**src/rtl/host_uart_link.sv**
```systemverilog
module host_uart_link #(
  parameter int CLK_HZ = 50_000_000,
  parameter int BAUD   = 9600,
  parameter int DIV_W  = 16
) (
  input  logic             clk,
  input  logic             rst_n,
  input  logic             rxd,
  output logic             txd,
  input  logic [7:0]       tx_data,
  input  logic             tx_valid,
  output logic             tx_ready,
  output logic [7:0]       rx_data,
  output logic             rx_valid,
  input  logic             rx_ready,
  output logic             rx_ferr,
  input  logic             div_we,
  input  logic [DIV_W-1:0] div_wdata
);
  localparam int              DEF_DIV = CLK_HZ / (16 * BAUD);
  localparam logic [DIV_W-1:0] DIV_RST = DEF_DIV[DIV_W-1:0];
  localparam logic [7:0]      GREET0  = 8'h4F;
  localparam logic [7:0]      GREET1  = 8'h4B;

  logic [DIV_W-1:0] div_new, div_act, bcnt;
  logic [DIV_W:0]   bnext;
  logic             tick;

  logic       tx_on;
  logic [9:0] tx_sh;
  logic [3:0] tx_ph, tx_bit;
  logic [1:0] ban_idx;
  logic       ban_done;

  logic [1:0] rx_s;
  logic       rxs, rx_on;
  logic [3:0] rx_ph, rx_bit;
  logic [7:0] rx_sh;

  assign bnext    = {1'b0, bcnt} + 1'b1;
  assign tick     = bnext >= {1'b0, div_act};
  assign ban_done = ban_idx[1];
  assign tx_ready = ban_done & ~tx_on;
  assign txd      = ~tx_on | tx_sh[0];
  assign rxs      = rx_s[1];

  always_ff @(posedge clk or negedge rst_n) begin
    if (!rst_n) begin
      bcnt    <= '0;
      div_new <= DIV_RST;
      div_act <= DIV_RST;
    end else begin
      bcnt <= tick ? '0 : bnext[DIV_W-1:0];
      if (div_we) div_new <= div_wdata;
      if (tick && !tx_on && !rx_on) div_act <= div_new;
    end
  end

  always_ff @(posedge clk or negedge rst_n) begin
    if (!rst_n) begin
      tx_on   <= 1'b0;
      tx_sh   <= '1;
      tx_ph   <= '0;
      tx_bit  <= '0;
      ban_idx <= '0;
    end else if (!tx_on) begin
      if (!ban_done) begin
        tx_sh   <= {1'b1, ban_idx[0] ? GREET1 : GREET0, 1'b0};
        tx_on   <= 1'b1;
        tx_ph   <= '0;
        tx_bit  <= '0;
        ban_idx <= ban_idx + 2'd1;
      end else if (tx_valid) begin
        tx_sh  <= {1'b1, tx_data, 1'b0};
        tx_on  <= 1'b1;
        tx_ph  <= '0;
        tx_bit <= '0;
      end
    end else if (tick) begin
      tx_ph <= tx_ph + 4'd1;
      if (tx_ph == 4'hF) begin
        tx_sh  <= {1'b1, tx_sh[9:1]};
        tx_bit <= tx_bit + 4'd1;
        if (tx_bit == 4'd9) tx_on <= 1'b0;
      end
    end
  end

  always_ff @(posedge clk or negedge rst_n) begin
    if (!rst_n) begin
      rx_s     <= 2'b11;
      rx_on    <= 1'b0;
      rx_ph    <= '0;
      rx_bit   <= '0;
      rx_sh    <= '0;
      rx_data  <= '0;
      rx_valid <= 1'b0;
      rx_ferr  <= 1'b0;
    end else begin
      rx_s    <= {rx_s[0], rxd};
      rx_ferr <= 1'b0;
      if (rx_valid && rx_ready) rx_valid <= 1'b0;
      if (!rx_on) begin
        if (!rxs) begin
          rx_on  <= 1'b1;
          rx_ph  <= '0;
          rx_bit <= '0;
        end
      end else if (tick) begin
        rx_ph <= rx_ph + 4'd1;
        if (rx_ph == 4'd7) begin
          rx_bit <= rx_bit + 4'd1;
          if (rx_bit == 4'd0) begin
            if (rxs) rx_on <= 1'b0;
          end else if (rx_bit == 4'd9) begin
            rx_on <= 1'b0;
            if (rxs) begin
              rx_data  <= rx_sh;
              rx_valid <= 1'b1;
            end else begin
              rx_ferr <= 1'b1;
            end
          end else begin
            rx_sh <= {rxs, rx_sh[7:1]};
          end
        end
      end
    end
  end


  start_low_chk: assert property (@(posedge clk) disable iff (!rst_n)
    $rose(tx_on) |-> !txd);

  ready_after_greet_chk: assert property (@(posedge clk) disable iff (!rst_n)
    tx_ready |-> ban_idx == 2'd2);

  div_idle_chk: assert property (@(posedge clk) disable iff (!rst_n)
    !$stable(div_act) |-> $past(!tx_on && !rx_on));

  ferr_pulse_chk: assert property (@(posedge clk) disable iff (!rst_n)
    rx_ferr |=> !rx_ferr);

  ferr_no_load_chk: assert property (@(posedge clk) disable iff (!rst_n)
    rx_ferr |-> $stable(rx_data) && !$rose(rx_valid));

  rx_hold_chk: assert property (@(posedge clk) disable iff (!rst_n)
    rx_valid && !rx_ready && !rx_on |=> rx_valid && $stable(rx_data));
endmodule

```
**config.mk**
```make
export PLATFORM = sky130hd
export DESIGN_NAME = host_uart_link
export DESIGN_NICKNAME = d
export VERILOG_FILES = /design/src/rtl/host_uart_link.sv
export SDC_FILE = /design/constraint.sdc
export NUM_CORES = 1
export LEC_CHECK = 0
export BUFFER_PORTS_ARGS = -buffer_cell sky130_fd_sc_hd__buf_2
export CAP_MARGIN = 5
export CELL_PAD_IN_SITES_DETAIL_PLACEMENT = 1
export CELL_PAD_IN_SITES_GLOBAL_PLACEMENT = 1
export CORE_ASPECT_RATIO = 1.4
export CORE_MARGIN = 5
export CORE_UTILIZATION = 43
export DETAILED_ROUTE_END_ITERATION = 8
export GPL_ROUTABILITY_DRIVEN = 0
export PLACE_DENSITY_LB_ADDON = 0.25
export SLEW_MARGIN = 20
export SYNTH_ARGS = -nofsm -noshare
export SYNTH_HDL_FRONTEND = slang
export SYNTH_SLANG_ARGS = --single-unit
export TNS_END_PERCENT = 100
```
**constraint.sdc**
```tcl
create_clock -name clk -period 3.7 [get_ports clk]
set_input_delay 0.185 -clock clk [delete_from_list [all_inputs] [get_ports clk]]
set_output_delay 0.185 -clock clk [all_outputs]
set_load 0.05 [all_outputs]
```
==> metrics.log, run 1 <==
[metrics] status: completed
[metrics] Clk pin slew, worst setup/hold paths: 0.07 ns
[metrics] critical-path cell list: and3_4, and4_1, and3_4, nand3_2, xnor2_2, ha_1, nand3_1, or3_4, o31a_1, o2111a_2, or3_4, buf_12, mux2_4
[metrics] fraction of registers with async set or reset after synthesis: 100%
[metrics] top cell type by total area after synthesis: dfrtp_1
[metrics] non-filler cells in the finished layout: 618
[metrics] element type at the critical path end: flop
[metrics] MaxCap Viol Count: 0
[metrics] total power: 0.00317 W
[metrics] kind of launch point of the worst setup path: flop
[metrics] grt ovf: 0
[metrics] clock tree root buffer cell: clkbuf_16
[metrics] number of antenna-violating nets in the routed design: 0
[metrics] worst slew margin relative to its limit: 52.0%
[metrics] primary flip-flop cell chosen by synthesis mapping: dfrtp_1
[metrics] Via-to-Cell Ratio: 5.32
[metrics] Post-Place Cells: 593
[metrics] drt first pass iters: 4
[metrics] maximum vdd drop: 0.288 mV
[metrics] Yosys top cell area share: 40.7%
[metrics] number of global-route vias before repair: 3733
[metrics] routed wire length: 10300 um
[metrics] most numerous cell in the Yosys netlist: dfrtp_1
[metrics] number of synthesis warnings: 0
[metrics] Mean Syn Cell Area: 11.5 um2
[metrics] number of nets at the end of the flow: 526
[metrics] EDFF count, synth: 0
[metrics] R2R cell count: 13
[metrics] CTS tree: built
[metrics] worst clock skew on the final layout: 0.0103 ns
[metrics] number of antenna violations at the first check in global routing: 0
[metrics] delay of the slowest critical-path stage: 0.41 ns
[metrics] critical path data required time: 3.92 ns
[metrics] worst-path cell with the longest stage delay: dfrtp_1
[metrics] Cell Area, Synth: 4790 um2
[metrics] post-detailed-route wirelength per cell: 16.6 um
[metrics] synth unique cells: 53
[metrics] share of the yosys chip area belonging to registers: 51.2%
[metrics] maximum number of pins on one net before global-route repair: 82
[metrics] die span in x: 99.2 um
[metrics] total vias in the final route: 3290
[metrics] io pins: 42
[metrics] hold worst-path end: div_new[3]
[metrics] worst reg2reg path startpoint: bcnt[7]
[metrics] number of standard-cell rows in the floorplan: 45
[metrics] final clock period utilization by the worst path: 95.9%
[metrics] worst hold start: div_wdata[3]
[metrics] number of flip-flops and latches in the synthesized netlist: 97
[metrics] worst hold path stage count: 2
[metrics] relative area change from synthesis to final layout: 17.1%
[metrics] maximum buffer depth of the clock tree: 2
[metrics] P per Cell Area: 565 nW/um2
[metrics] main area contributors after synthesis: dfrtp_1 (41%), dfstp_2 (10%), mux2_2 (9.2%)
[metrics] H-tree depth reported by CTS: 3
[metrics] Num CTS Buffers: 9
[metrics] worst skew pair latency: 0.34 ns
[metrics] Max Slew Vio Count: 0
[metrics] crit-path max FO: 16
[metrics] fmax: 282 MHz
[metrics] total global-route track usage: 16.5%
[metrics] die height: 135 um
[metrics] Core Region: 10900 um2
[metrics] half-perimeter wire length after detailed placement: 7100 um
[metrics] worst hold margin: 0.0688 ns
[metrics] post-layout minimum cycle time: 3.55 ns
[metrics] final hold viol count: 0
[metrics] die footprint: 13400 um2
[metrics] number of input and output port buffers inserted: 41
[metrics] utilization of the core after routing: 51.6%
[metrics] layout cell share with drive strength beyond 1: 32.1%
[metrics] Worst Path Class, Setup: flop to flop
[metrics] slack of the worst reg-to-reg path: 0.15 ns
[metrics] reg-to-reg endpoint: div_act[10]
[metrics] cells after synthesis: 415
[metrics] endpoint arrival time on the critical path: 3.77 ns
[metrics] Initial Utilization: 44.1%
[metrics] number of DRC violations after detailed-routing iteration 0: 65
[metrics] Clock Sink Count: 97
[metrics] number of inserted diodes: 0
[metrics] Slew @ Worst Pin: 0.721 ns
[metrics] path class of the lowest-slack min-delay path: input pin to flop
[metrics] static leakage power: 2.71 nW
[metrics] wire length of the first global-routing pass: 17800 um
[metrics] drt drc: 0
[metrics] most numerous cell types in the synthesized netlist: dfrtp_1 (78), mux2_2 (39), inv_1 (26)
[metrics] Final setup violation count: 0
[metrics] nets in the synthesized netlist: 469
## cells by family after synthesis
| logic type | Yosys count | synth area share (%) |
|---|---|---|
| compound gates | 70 | 9.56 |
| flops | 97 | 51.2 |
| buf+inv | 43 | 3.79 |
| mux | 54 | 13.3 |
| fa+ha+maj | 24 | 6.27 |
| simple gates | 110 | 12.8 |
| xor+xnor | 17 | 3.11 |
## power breakdown
group | leakage (nW) | internal [W] | total [W] | switching, W
sequential | 1.20 | 0.00124 | 0.00137 | 0.000127
combinational | 1.37 | 0.000405 | 0.000861 | 0.000456
clock | 0.143 | 0.000527 | 0.000936 | 0.000409
## worst max-delay path by stage
stage	from	end	slack, ns
5_1_grt	bcnt[7]	div_act[11]	-0.02
3_5_place_dp	bcnt[4]	div_act[11]	0.08
3_3_place_gp	bcnt[4]	div_act[10]	0.16
2_1_floorplan	bcnt[2]	div_act[10]	0.19
6_report	bcnt[7]	div_act[10]	0.15
4_1_cts	bcnt[4]	div_act[11]	0.06
## stage by stage
step           TNS (ns)  instance area, um2  setup WS [ns]
2_1_floorplan         0                4790          0.187
4_1_cts               0                5510         0.0565
6_report              0                5610          0.150
5_1_grt         -0.0885                5610        -0.0167
3_3_place_gp          0                5200          0.163
3_5_place_dp          0                5200         0.0821
## placed cells by master, fill, tap and decap left out, types with 6 or more instances in the layout
master,count
o21ai_0,16
xnor2_1,10
nand2b_1,6
buf_4,16
mux2_4,10
clkbuf_16,9
nand2_1,25
xor2_1,6
and2_1,15
dfrtp_1,78
inv_1,26
ha_1,24
dfstp_2,19
nand3_1,18
a21oi_1,22
mux2_2,39
nor2_1,10
buf_2,40
## critical path, delay by kind of cell, from the launching register on
kind	cells	cell delay, ns
AND/OR/NAND/NOR	7	1.57
AO/OA/AOI/OAI	2	0.52
flip-flops	1	0.41
adder cells (fa/ha/maj)	1	0.30
multiplexers	1	0.30
buffers and inverters	1	0.17
XOR/XNOR	1	0.15
## timing repair
item / CTS / global route
buffers inserted: 0 / 6
setup endpoints to repair: 0 / 39
resized for setup: 0 / 8
hold buffers: 2 / 1
endpoints found under the hold margin: 2 / 67
## cell type report
class | count | area (um2)
inverter | 27 | 101
clock inverter | 6 | 65.1
clock buffer | 10 | 229
timing repair buffer | 62 | 393
sequential | 97 | 2450
multi-input combinational | 275 | 2190
tap | 141 | 176
fill | 1184 | 5260
## registers in the layout, summed over array words and instances (netlist names), 4 cells and up
name	count
tx_sh	9
rx_bit	4
rx_data	8
tx_bit	4
rx_ph	4
div_new	16
bcnt	16
rx_sh	8
div_act	16
tx_ph	4
## layer usage
metal / up-vias / share of wire [%] / wire length [um] / global-route usage, %
met5: - / 0 / 0 / 0
met4: 0 / 2.3 / 235 / 6.68
met3: 19 / 2.7 / 273 / 3.26
met2: 39 / 53 / 5470 / 29.8
met1: 1651 / 42 / 4290 / 19.0
li1: 1581 / - / - / -
No activity file was read; power rests on OpenSTA's default activity.
==> run 2, diff against run 1 <==
==> constraint.sdc (replaced) <==
create_clock -name clk -period 3.7 [get_ports clk]
set_input_delay 0.74 -clock clk [delete_from_list [all_inputs] [get_ports clk]]
set_output_delay 0.74 -clock clk [all_outputs]
set_load 0.05 [all_outputs]
==> run 2 against run 1 <==
Net effect:
- setup slack improved by 0.0047 ns
- cell area rose by 0.65%
- register-to-register slack barely moved
- core utilization rose by 0.33 points
- hold slack improved by 0.29 ns
- via count rose by 2.6%
- clock power rose by 9%
- clock skew barely moved
- critical path depth did not move
- sequential share of layout area fell by 0.28 points
- cell count rose by 0.49%
- power rose by 4.2%
- critical endpoint unchanged
- highest routed layer unchanged
==> metrics.log, run 2 (synthesis results as in run 1) <==
[metrics] status: completed
[metrics] number of antenna violations at the first check in global routing: 0 (unchanged)
[metrics] Initial Utilization: 44.1% (unchanged)
[metrics] worst-path cell with the longest stage delay: or3_4
[metrics] utilization of the core after routing: 52.0% (+0.33 points)
[metrics] timing startpoint of the critical path: bcnt[7]
[metrics] number of inserted diodes: 0 (unchanged)
[metrics] delay of the slowest critical-path stage: 0.41 ns (about the same)
[metrics] critical path data required time: 3.93 ns (about the same)
[metrics] number of input and output port buffers inserted: 41 (unchanged)
[metrics] worst slew margin relative to its limit: 51.0% (-0.91 points)
[metrics] Core Region: 10900 um2 (unchanged)
[metrics] final setup TNS: 0 ns (unchanged)
[metrics] number of antenna-violating nets in the routed design: 0 (unchanged)
[metrics] total global-route track usage: 16.6% (+0.029 points)
[metrics] MaxCap Viol Count: 0 (unchanged)
[metrics] R2R cell count: 13 (unchanged)
[metrics] worst clock skew on the final layout: 0.00986 ns (-0.000412 ns)
[metrics] die span in x: 99.2 um (unchanged)
[metrics] post-layout minimum cycle time: 3.55 ns (-0.00473 ns)
[metrics] CTS tree: built
[metrics] drt drc: 0 (unchanged)
[metrics] number of global-route vias before repair: 3630 (-2.8%)
[metrics] die footprint: 13400 um2 (unchanged)
[metrics] worst hold margin: 0.357 ns (+0.288 ns)
[metrics] clock tree root buffer cell: clkbuf_16
[metrics] final hold viol count: 0 (unchanged)
[metrics] number of nets at the end of the flow: 529 (+0.57%)
[metrics] critical-path cell list: and3_4, and4_1, and3_4, nand3_1, xnor2_1, ha_1, nand3_1, or3_4, o31a_1, o2111a_2, or3_4, buf_12, mux2_4
[metrics] final clock period utilization by the worst path: 95.8% (-0.13 points)
[metrics] buffers plus inverters on the worst setup path: 1 (unchanged)
[metrics] P per Cell Area: 585 nW/um2 (+3.5%)
[metrics] maximum buffer depth of the clock tree: 2 (unchanged)
[metrics] half-perimeter wire length after detailed placement: 7480 um (+5.4%)
[metrics] end of the critical path: div_act[10]
[metrics] drt first pass iters: 4 (unchanged)
[metrics] number of stages on the worst setup path: 13 (unchanged)
[metrics] Via-to-Cell Ratio: 5.43 (+2.1%)
[metrics] fmax: 282 MHz (+0.13%)
[metrics] maximum vdd drop: 0.354 mV (+23%)
[metrics] relative area change from synthesis to final layout: 17.8%
[metrics] post-detailed-route wirelength per cell: 16.9 um (+1.9%)
[metrics] static leakage power: 2.74 nW (+0.98%)
[metrics] io pins: 42 (unchanged)
[metrics] grt ovf: 0 (unchanged)
[metrics] number of DRC violations after detailed-routing iteration 0: 50 (-23%)
[metrics] family with the most delay on the worst path: simple AND/OR/NAND/NOR gates
[metrics] most common library cell in the layout ignoring fill and taps: dfrtp_1
[metrics] H-tree depth reported by CTS: 3 (unchanged)
[metrics] total vias in the final route: 3375 (+2.6%)
[metrics] layout cell share with drive strength beyond 1: 32.9% (+0.84 points)
[metrics] Worst Path Class, Setup: flop to flop
[metrics] Clock Sink Count: 97 (unchanged)
[metrics] maximum number of pins on one net before global-route repair: 57 (-30%)
[metrics] Slew @ Worst Pin: 0.734 ns (+0.0137 ns)
[metrics] slack of the worst reg-to-reg path: 0.15 ns (about the same)
[metrics] endpoint arrival time on the critical path: 3.77 ns (about the same)
[metrics] Final setup violation count: 0 (unchanged)
[metrics] routed wire length: 10500 um (+2.4%)
[metrics] Max Slew Vio Count: 0 (unchanged)
[metrics] worst reg2reg path startpoint: bcnt[7]
[metrics] reg-to-reg endpoint: div_act[10]
[metrics] leading cell types in the layout, fill and taps excluded: dfrtp_1 (78), buf_2 (40), mux2_2 (39)
[metrics] path class of the lowest-slack min-delay path: flop to flop
[metrics] wire length of the first global-routing pass: 17900 um (+0.54%)
[metrics] leading registers by flop count: bcnt: 16 flops, div_act: 16 flops, div_new: 16 flops
[metrics] total power: 0.00330 W (+4.2%)
[metrics] die height: 135 um (unchanged)
[metrics] number of standard-cell rows in the floorplan: 45 (unchanged)
[metrics] element type at the critical path end: flop
[metrics] crit-path max FO: 16 (unchanged)
[metrics] kind of launch point of the worst setup path: flop
[metrics] worst skew pair latency: 0.35 ns (about the same)
[metrics] Num CTS Buffers: 9 (unchanged)
[metrics] Clk pin slew, worst setup/hold paths: 0.07 ns (about the same)
## run 2: changes by cell type in the layout (fill, tap and decap cells not counted), moves of 2 or more
cell           previous run  this run
buf_4                    16        23
buf_6                     2         0
clkinv_4                  0         2
dlygate4sd3_1             3         0
## run 2: layer usage
metal | vias up | routed length [um] | GRT usage [%]
li1 | 1589 | - | -
met2 | 43 | 5700 | 30.4
met4 | 0 | 142 | 4.33
met5 | - | 0 | 0
met1 | 1728 | 4460 | 19.5
met3 | 15 | 227 | 3.46
## run 2: timing repair
item	4_1_cts	5_1_grt
endpoints found under the setup margin	0	38
hold endpoints to repair	0	0
setup buffers	0	10
gates resized for setup	0	8
hold buffers	0	0
## run 2: layout make-up
cell class / instances / area, um2
sequential: 97 / 2450
fill: 1167 / 5220
clock buffer: 9 / 225
timing repair buffer: 65 / 408
clock inverter: 7 / 103
tap: 141 / 176
multi-input combinational: 275 / 2180
inverter: 27 / 101
## run 2: worst min-delay path by stage
stage	startpoint	endpoint	slack [ns]	cells after the start
after floorplan	rx_s[0]	rx_s[1]	0.35	0
after global placement	rx_s[0]	rx_s[1]	0.35	0
after detailed placement	rx_s[0]	rx_s[1]	0.35	0
after CTS	rx_s[0]	rx_s[1]	0.36	0
after global routing	rx_s[0]	rx_s[1]	0.36	0
final	rx_s[0]	rx_s[1]	0.36	0
## run 2: where the power goes
| part | internal, W | leakage, nW | switching, W | total (W) |
|---|---|---|---|---|
| clock | 0.000601 | 0.162 | 0.000419 | 0.00102 |
| combinational | 0.000432 | 1.37 | 0.000482 | 0.000914 |
| sequential | 0.00124 | 1.20 | 0.000123 | 0.00137 |
| total | 0.00228 | 2.74 | 0.00102 | 0.00330 |
## run 2: stage by stage
step	cells	instance area, um2	setup slack (ns)
2_1_floorplan	415	4790	0.187
3_3_place_gp	595	5210	0.150
3_5_place_dp	595	5210	0.0474
4_1_cts	611	5540	0.0290
5_1_grt	621	5650	-0.00348
6_report	621	5650	0.155
